<file path="config.mk">
export PLATFORM = sky130hd
export DESIGN_NAME = hsync_regen
export DESIGN_NICKNAME = d
export VERILOG_FILES = /design/src/rtl/hsr_pkg.sv /design/src/rtl/hsr_edge.sv /design/src/rtl/hsr_discrim.sv /design/src/rtl/hsr_oneshot.sv /design/src/rtl/hsync_regen.sv
export SDC_FILE = /design/constraint.sdc
export NUM_CORES = 1
export LEC_CHECK = 0
export BUFFER_PORTS_ARGS = -buffer_cell sky130_fd_sc_hd__buf_2
export CELL_PAD_IN_SITES_DETAIL_PLACEMENT = 0
export CELL_PAD_IN_SITES_GLOBAL_PLACEMENT = 2
export CORE_UTILIZATION = 30
export DETAILED_ROUTE_END_ITERATION = 8
export PLACE_DENSITY_LB_ADDON = 0.15
export SYNTH_ARGS = -nofsm -noshare
export SYNTH_HDL_FRONTEND = slang
export SYNTH_SLANG_ARGS = --single-unit
</file>
<file path="constraint.sdc">
create_clock -name clk -period 1.3 [get_ports clk]
set_input_delay 0.13 -clock clk [delete_from_list [all_inputs] [get_ports clk]]
set_output_delay 0.13 -clock clk [all_outputs]
set_load 0.01 [all_outputs]
</file>
<file path="src/rtl/hsr_pkg.sv">
package hsr_pkg;
    // Edge events derived from one registered sample of the sync level.
    typedef struct packed {
        logic fall;
        logic rise;
    } sync_edge_t;
endpackage

</file>
<file path="src/rtl/hsr_edge.sv">
module hsr_edge
    import hsr_pkg::*;
(
    input  logic       clk,
    input  logic       rst_n,
    input  logic       sync_in_n,
    output sync_edge_t ev
);
    logic lvl_d, lvl_q;

    always_comb begin
        lvl_d   = sync_in_n;
        ev.fall = lvl_q & ~sync_in_n;
        ev.rise = ~lvl_q & sync_in_n;
    end

    always_ff @(posedge clk or negedge rst_n) begin
        if (!rst_n) lvl_q <= 1'b1;
        else        lvl_q <= lvl_d;
    end
endmodule

</file>
<file path="src/rtl/hsr_discrim.sv">
module hsr_discrim
    import hsr_pkg::*;
#(
    parameter int HOLD_CLKS = 192,
    parameter int SAT_CLKS  = 320
) (
    input  logic       clk,
    input  logic       rst_n,
    input  sync_edge_t ev,
    output logic       acc_fall,
    output logic       acc_rise
);
    localparam int CW = $clog2(SAT_CLKS + 1);

    typedef struct packed {
        logic [CW-1:0] since;
        logic          open;
    } disc_t;

    disc_t s_d, s_q;

    always_comb begin
        s_d      = s_q;
        acc_fall = ev.fall && (s_q.since >= CW'(HOLD_CLKS));
        acc_rise = ev.rise && s_q.open;
        if (acc_fall)
            s_d.since = CW'(1);
        else if (s_q.since < CW'(SAT_CLKS))
            s_d.since = s_q.since + CW'(1);
        if (acc_fall)
            s_d.open = 1'b1;
        else if (ev.rise)
            s_d.open = 1'b0;
    end

    always_ff @(posedge clk or negedge rst_n) begin
        if (!rst_n) begin
            s_q.since <= CW'(SAT_CLKS);
            s_q.open  <= 1'b0;
        end else begin
            s_q <= s_d;
        end
    end
endmodule

</file>
<file path="src/rtl/hsr_oneshot.sv">
module hsr_oneshot #(
    parameter int WIDTH = 20
) (
    input  logic clk,
    input  logic rst_n,
    input  logic trig,
    output logic pulse_n
);
    localparam int CW = $clog2(WIDTH + 1);

    typedef struct packed {
        logic [CW-1:0] left;
        logic          out_n;
    } shot_t;

    shot_t s_d, s_q;

    always_comb begin
        s_d = s_q;
        if (trig) begin
            s_d.out_n = 1'b0;
            s_d.left  = CW'(WIDTH - 1);
        end else if (s_q.left != '0) begin
            s_d.left  = s_q.left - CW'(1);
        end else begin
            s_d.out_n = 1'b1;
        end
    end

    always_ff @(posedge clk or negedge rst_n) begin
        if (!rst_n) begin
            s_q.left  <= '0;
            s_q.out_n <= 1'b1;
        end else begin
            s_q <= s_d;
        end
    end

    assign pulse_n = s_q.out_n;
endmodule

</file>
<file path="src/rtl/hsync_regen.sv">
module hsync_regen
    import hsr_pkg::*;
#(
    parameter int CLK_PER_UNIT = 4,
    parameter int LINE_UNITS   = 64,
    parameter int HS_UNITS     = 5,
    parameter int BP_UNITS     = 4
) (
    input  logic clk,
    input  logic rst_n,
    input  logic csync_n,
    output logic hsync_n,
    output logic bporch_n
);
    localparam int LINE_CLKS = LINE_UNITS * CLK_PER_UNIT;
    localparam int HOLD_CLKS = (LINE_CLKS * 3) / 4;
    localparam int SAT_CLKS  = (LINE_CLKS * 5) / 4;
    localparam int HS_CLKS   = HS_UNITS * CLK_PER_UNIT;
    localparam int BP_CLKS   = BP_UNITS * CLK_PER_UNIT;

    sync_edge_t ev;
    logic       acc_fall, acc_rise;
    logic [1:0] trig, shot_n;

    hsr_edge u_edge (
        .clk       (clk),
        .rst_n     (rst_n),
        .sync_in_n (csync_n),
        .ev        (ev)
    );

    hsr_discrim #(
        .HOLD_CLKS (HOLD_CLKS),
        .SAT_CLKS  (SAT_CLKS)
    ) u_disc (
        .clk      (clk),
        .rst_n    (rst_n),
        .ev       (ev),
        .acc_fall (acc_fall),
        .acc_rise (acc_rise)
    );

    assign trig = {acc_rise, acc_fall};

    // Index 0: line sync pulse, index 1: back-porch gate.
    for (genvar g = 0; g < 2; g++) begin : g_shot
        localparam int W = (g == 0) ? HS_CLKS : BP_CLKS;
        hsr_oneshot #(.WIDTH(W)) u_shot (
            .clk     (clk),
            .rst_n   (rst_n),
            .trig    (trig[g]),
            .pulse_n (shot_n[g])
        );
    end

    assign hsync_n  = shot_n[0];
    assign bporch_n = shot_n[1];
endmodule

</file>
# Word-level counts from Yosys, hierarchy flattened
# Index checks and enable logic that the tools add are counted.
[totals]
register_bits = 23
wordCells = 36
[classes]
add_sub_neg = 3
order_cmp = 2
n_eq_ne = 2
n_mux = 10
bitwise_logic = 4
n_reduce_logical = 8
[op_table]
columns = ["op", "count"]
rows = [
  ["9-bit 2-to-1 mux", 2],
  ["6-bit 2-to-1 mux", 2],
  ["5-bit 2-to-1 mux", 2],
  ["5-bit nonzero test", 2],
  ["5-bit by 1-bit subtractor with 5-bit output (second input constant)", 2],
  ["9-bit by 1-bit adder with 9-bit output (second input constant)", 1],
  ["9-bit by 8-bit >= comparator with 1-bit output (second input constant)", 1],
  ["9-bit less-than comparator (second input constant)", 1],
  ["2-bit nonzero test", 4],
  ["1-bit 2-to-1 mux", 4],
  ["2-bit != test (second input constant)", 2],
  ["1-bit bitwise AND", 2],
  ["1-bit logical AND", 2],
  ["1-bit NOT", 2],
]

# Logic depth before layout (Yosys ltp)
[depth]
ltp_word = 4
mapped_depth = 5

# By module
# From an unflattened synthesis, not the netlist that was laid out.
[unflattened]
hier_cells = 121
area_unflattened_um2 = 1227.4
[by_module_without_submodules]
columns = ["module", "instances", "cells_each", "area_per_inst_um2"]
rows = [
  ["hsr_discrim", 1, 64, 595.6],
  ["hsr_oneshot (g_shot[0].u_shot)", 1, 28, 301.5],
  ["hsr_oneshot (g_shot[1].u_shot)", 1, 26, 289.0],
  ["hsr_edge", 1, 3, 41.3],
]

# Worst setup path before layout
# Ideal clock, no wire load.
[synth_path]
kind = "reg-to-reg"
startpoint = "register g_shot[0].u_shot.s_q[1] (netlist name)"
endpoint = "register g_shot[0].u_shot.s_q[2] (netlist name)"
t_arrival_ps = 1314
required_ps = 1176
setup_slack_ps = -138
path_stages_with_launch = 6
path_buffers = 0
synth_period_minus_slack_ps = 1438
path_cell_list = "dfrtp_1 -> inv_1 -> ha_1 -> nor4b_2 -> nor2_1 -> a211o_1"
[synth_between]
elab_chain_cells = 3
word_cells_on_any_way = 5
cone_classes = "add/sub: 1; mux: 2; reduce/logical: 2"
[synth_rtl]
columns = ["item", "line", "text"]
rows = [
  ["start, declared", "hsr_oneshot.sv:16", "shot_t s_d, s_q;"],
  ["5-bit by 1-bit subtractor with 5-bit output", "hsr_oneshot.sv:24", "s_d.left = s_q.left - CW'(1);"],
  ["5-bit 2-to-1 mux", "hsr_oneshot.sv:23", "end else if (s_q.left != '0) begin"],
  ["6-bit 2-to-1 mux", "hsr_oneshot.sv:20", "if (trig) begin"],
]
# Several ways; a longest one is shown, not always the timed one. The select of a mux whose other input is x is not followed.
# A chain may end at the register's enable or synchronous reset.

# Worst setup path after layout
[layout_path]
startpoint = "register u_disc.s_q[1] (netlist name)"
endpoint = "register u_disc.s_q[7] (netlist name)"
[layout_between]
elab_chain_cells = 3
word_cells_on_any_way = 7
cone_classes = "add/sub: 1; order compare: 2; mux: 2; reduce/logical: 2"
[layout_rtl]
columns = ["item", "line", "text"]
rows = [
  ["start, declared", "hsr_discrim.sv:20", "disc_t s_d, s_q;"],
  ["9-bit by 1-bit adder with 9-bit output or 9-bit by 8-bit >= comparator with 1-bit output (tied branches)", "hsr_discrim.sv:29, hsr_discrim.sv:24", ""],
  ["9-bit 2-to-1 mux or 1-bit logical AND (tied branches)", "hsr_discrim.sv:28, hsr_discrim.sv:24", ""],
  ["9-bit 2-to-1 mux or 2-bit nonzero test (tied branches)", "-", ""],
]
# Several ways; a longest one is shown, not always the timed one. The select of a mux whose other input is x is not followed.

==> impl_metrics.toml <==
[setup_path]
r2r_slack_ps = -130
r2r-end = "u_disc.s_q[7]"
endpoint_kind = "flip-flop"
required_ps = 1500
regToRegStartpoint = "u_disc.s_q[1]"
cp_max_fo = 3
ff2ff_path_depth = 4
start_kind = "flip-flop"
arrival_ps = 1630
crit_type = "reg -> reg"

[sta]
grt_setup_unrepaired = "true"
fin_crit_ps = 1430
maxSlewHeadroom = 0.651
period_share = 1.10
fin_ws_ps = -133
fmax_ghz = 0.698
setup_tns_ps = -475
timing.final.hold_violations = 0
finalClockSkew_ps = 2.56
slew_viol_final = 0
tightest_slew_ps = 523
setup_viol = 6

[synthesis]
ys_types = 28
yosys_most_used_dff = "dfrtp_1"
synth_fp_nets = 114
synth_edf_count = 0
ys_warn_count = 0
yosysSeqAreaShare = 0.527
async_flop_share = 1.00
ys_ff_latch = 23
synth_area_per_cell_sq_um = 10.3
synth_area_sq_mm = 0.00110
netlist_instances = 107

[grt]
grtUsageTotal = 0.126
grt_pass1_vias = 891
antenna_found_initial = 0
grt_pass1_wl_um = 3930
grt-ovfl-total = 0
grt_max_degree = 24

[floorplanning]
fp.coreArea_sq_mm = 0.00344
initial_core_util = 0.321
die-height_um = 62.7
die_x_um = 62.7
dieArea_sq_mm = 0.00393
io_pins = 5
placementRows = 21

[power_and_ir_drop]
power_w = 0.00345
internal_power_w = 0.00223
pwr-share-clk = 0.132
p_seq_frac = 0.379
p_leak_nw = 0.696
power_density_mw_per_mm2 = 2100
power_frac_comb = 0.489
p_switching_w = 0.00122
switching_share = 0.354
vdd_drop_max_mv = 0.723

[routing]
route.detailed.drc = 0
ant_nets = 0
drt_iter0_markers = 25
routed_wl_um = 2400
num_vias = 917
wire_per_inst_um = 12.6
via_per_inst = 4.80
drt_pass1_iterations = 4

[final_layout]
antennaDiodeCount = 0
final_util = 0.476
syn2layout_area_growth_pct = 48.2
fillers = 324
multi_input_area_sq_um = 623
seqCellArea_sq_um = 582
layout-drive-gt1-share = 0.503
finalNetCount = 153

[cts]
insertion_delay_ps = 260
numCtsBuffers = 3
clkSinkCount = 23
cts_tree = "yes"
clk_pin_slew_ps = 90
clockBufferDepth = 2
cts_root_buffer = "clkbuf_8"
htreeDepth = 1

[run_status]
violations = "negative setup slack"
outcome = "finished with violations"

[placed_design]
dpl.hpwl_um = 1580
place_congestion = 0.695
portBuffers = 4
preCtsSetupSlack_ps = -145

[min_path]
hold_class = "in -> async"

[flow_run]
cap_violations = 0
-- power by group through the flow --
stage	Clock (W)	Sequential [W]	Combinational (W)
finish	0.000455	0.00130	0.00169
global route	0.000508	0.00134	0.00190
CTS	0.000480	0.00130	0.00141
detailed placement	0	0.00129	0.00121
global placement	0	0.00128	0.00117
floorplan	0	0.00126	0.000732
-- stage by stage --
| step | area, sq um | hold WS, ps | cells |
|---|---|---|---|
| final | 1640 | 368 | 191 |
| after global placement | 1360 | 148 | 176 |
| after CTS | 1510 | 391 | 185 |
| after floorplan | 1120 | -166 | 107 |
| after global routing | 1640 | 420 | 191 |
| after detailed placement | 1360 | 143 | 176 |
-- kinds of logic (layout without fill, tap and decap cells) --
group	after synthesis	in the layout	share of synthesized area
compound gates	26	26	0.145
xor+xnor	3	3	0.0238
fa+ha+maj	4	4	0.0453
buf+inv	11	49	0.0442
flops	23	23	0.527
mux	1	1	0.00906
simple gates	39	39	0.206
-- cells in the mapped netlist (all sizes together), types with 2 or more instances --
cell type | n | area (sq um)
a21oi | 9 | 45.0
xnor2 | 3 | 26.3
or4 | 3 | 22.5
o21a | 2 | 15.0
nand2 | 9 | 33.8
inv | 9 | 33.8
or3 | 8 | 53.8
nand3 | 5 | 25.0
nor4b | 2 | 30.0
o21ai | 7 | 35.0
dfrtp | 18 | 450
nand2b | 3 | 18.8
ha | 4 | 50.1
dfstp | 5 | 131
o31ai | 3 | 22.5
nor2 | 6 | 22.5
-- critical path, stage by stage, from the launching register on --
cell and delay, ps:
dfrtp_1 410, ha_2 230, nand2_2 60, or4_4 510, a21oi_2 160
-- worst max path at each step --
stage | from | to | slack [ps]
after detailed placement | g_shot[0].u_shot.s_q[1] | g_shot[0].u_shot.s_q[2] | -140
after global placement | u_disc.s_q[1] | u_disc.s_q[7] | -70
after global routing | g_shot[0].u_shot.s_q[1] | g_shot[0].u_shot.s_q[3] | -180
after floorplan | u_disc.s_q[8] | u_disc.s_q[7] | -50
after CTS | g_shot[0].u_shot.s_q[2] | g_shot[0].u_shot.s_q[4] | -130
final | u_disc.s_q[1] | u_disc.s_q[7] | -130
-- placed cells by master (no fill, tap or decap), types with 2 or more instances in the layout --
master,n
xnor2_1,3
ha_4,2
nand3_2,2
or3_4,4
buf_4,25
inv_2,4
buf_6,4
o21ai_0,6
or3_1,4
nand3_1,3
inv_1,5
o31ai_1,3
buf_2,4
nand2_1,7
nor4b_4,2
a21oi_1,2
or4_1,2
dfstp_2,5
dlygate4sd3_1,2
dfrtp_1,18
nor2_1,5
a21oi_2,6
nand2_2,2
nand2b_1,3
clkbuf_8,3
-- layout make-up --
| cell class | count | share of cell area |
|---|---|---|
| inverter | 9 | 0.0206 |
| tap | 46 | 0.0351 |
| sequential | 23 | 0.355 |
| clock buffer | 3 | 0.0252 |
| clock inverter | 1 | 0.00458 |
| multi-input combinational | 73 | 0.380 |
| timing repair buffer | 36 | 0.179 |
-- registers in the layout, summed over array words and instances, names as in the netlist --
signal and flops:
g_shot.u_shot.pulse_n 2, g_shot.u_shot.s_q 10, u_disc.s_q 10, u_edge.lvl_q 1
-- timing repair --
| action | CTS | global route |
|---|---|---|
| buffers inserted | 4 | 7 |
| resized for setup | 18 | 20 |
| pin swaps | 10 | 15 |
| hold buffers | 2 | 0 |
| setup endpoints to repair | 13 | 17 |
| hold endpoints to repair | 19 | 0 |
-- routing by layer --
metal / wire length (um) / vias up / track usage
met5: 0 / - / 0
met4: 12 / 0 / 0.0523
met3: 28 / 2 / 0.0219
met2: 1300 / 2 / 0.226
met1: 1060 / 456 / 0.147
li1: - / 457 / -
Power figures use the tool's default switching activity.
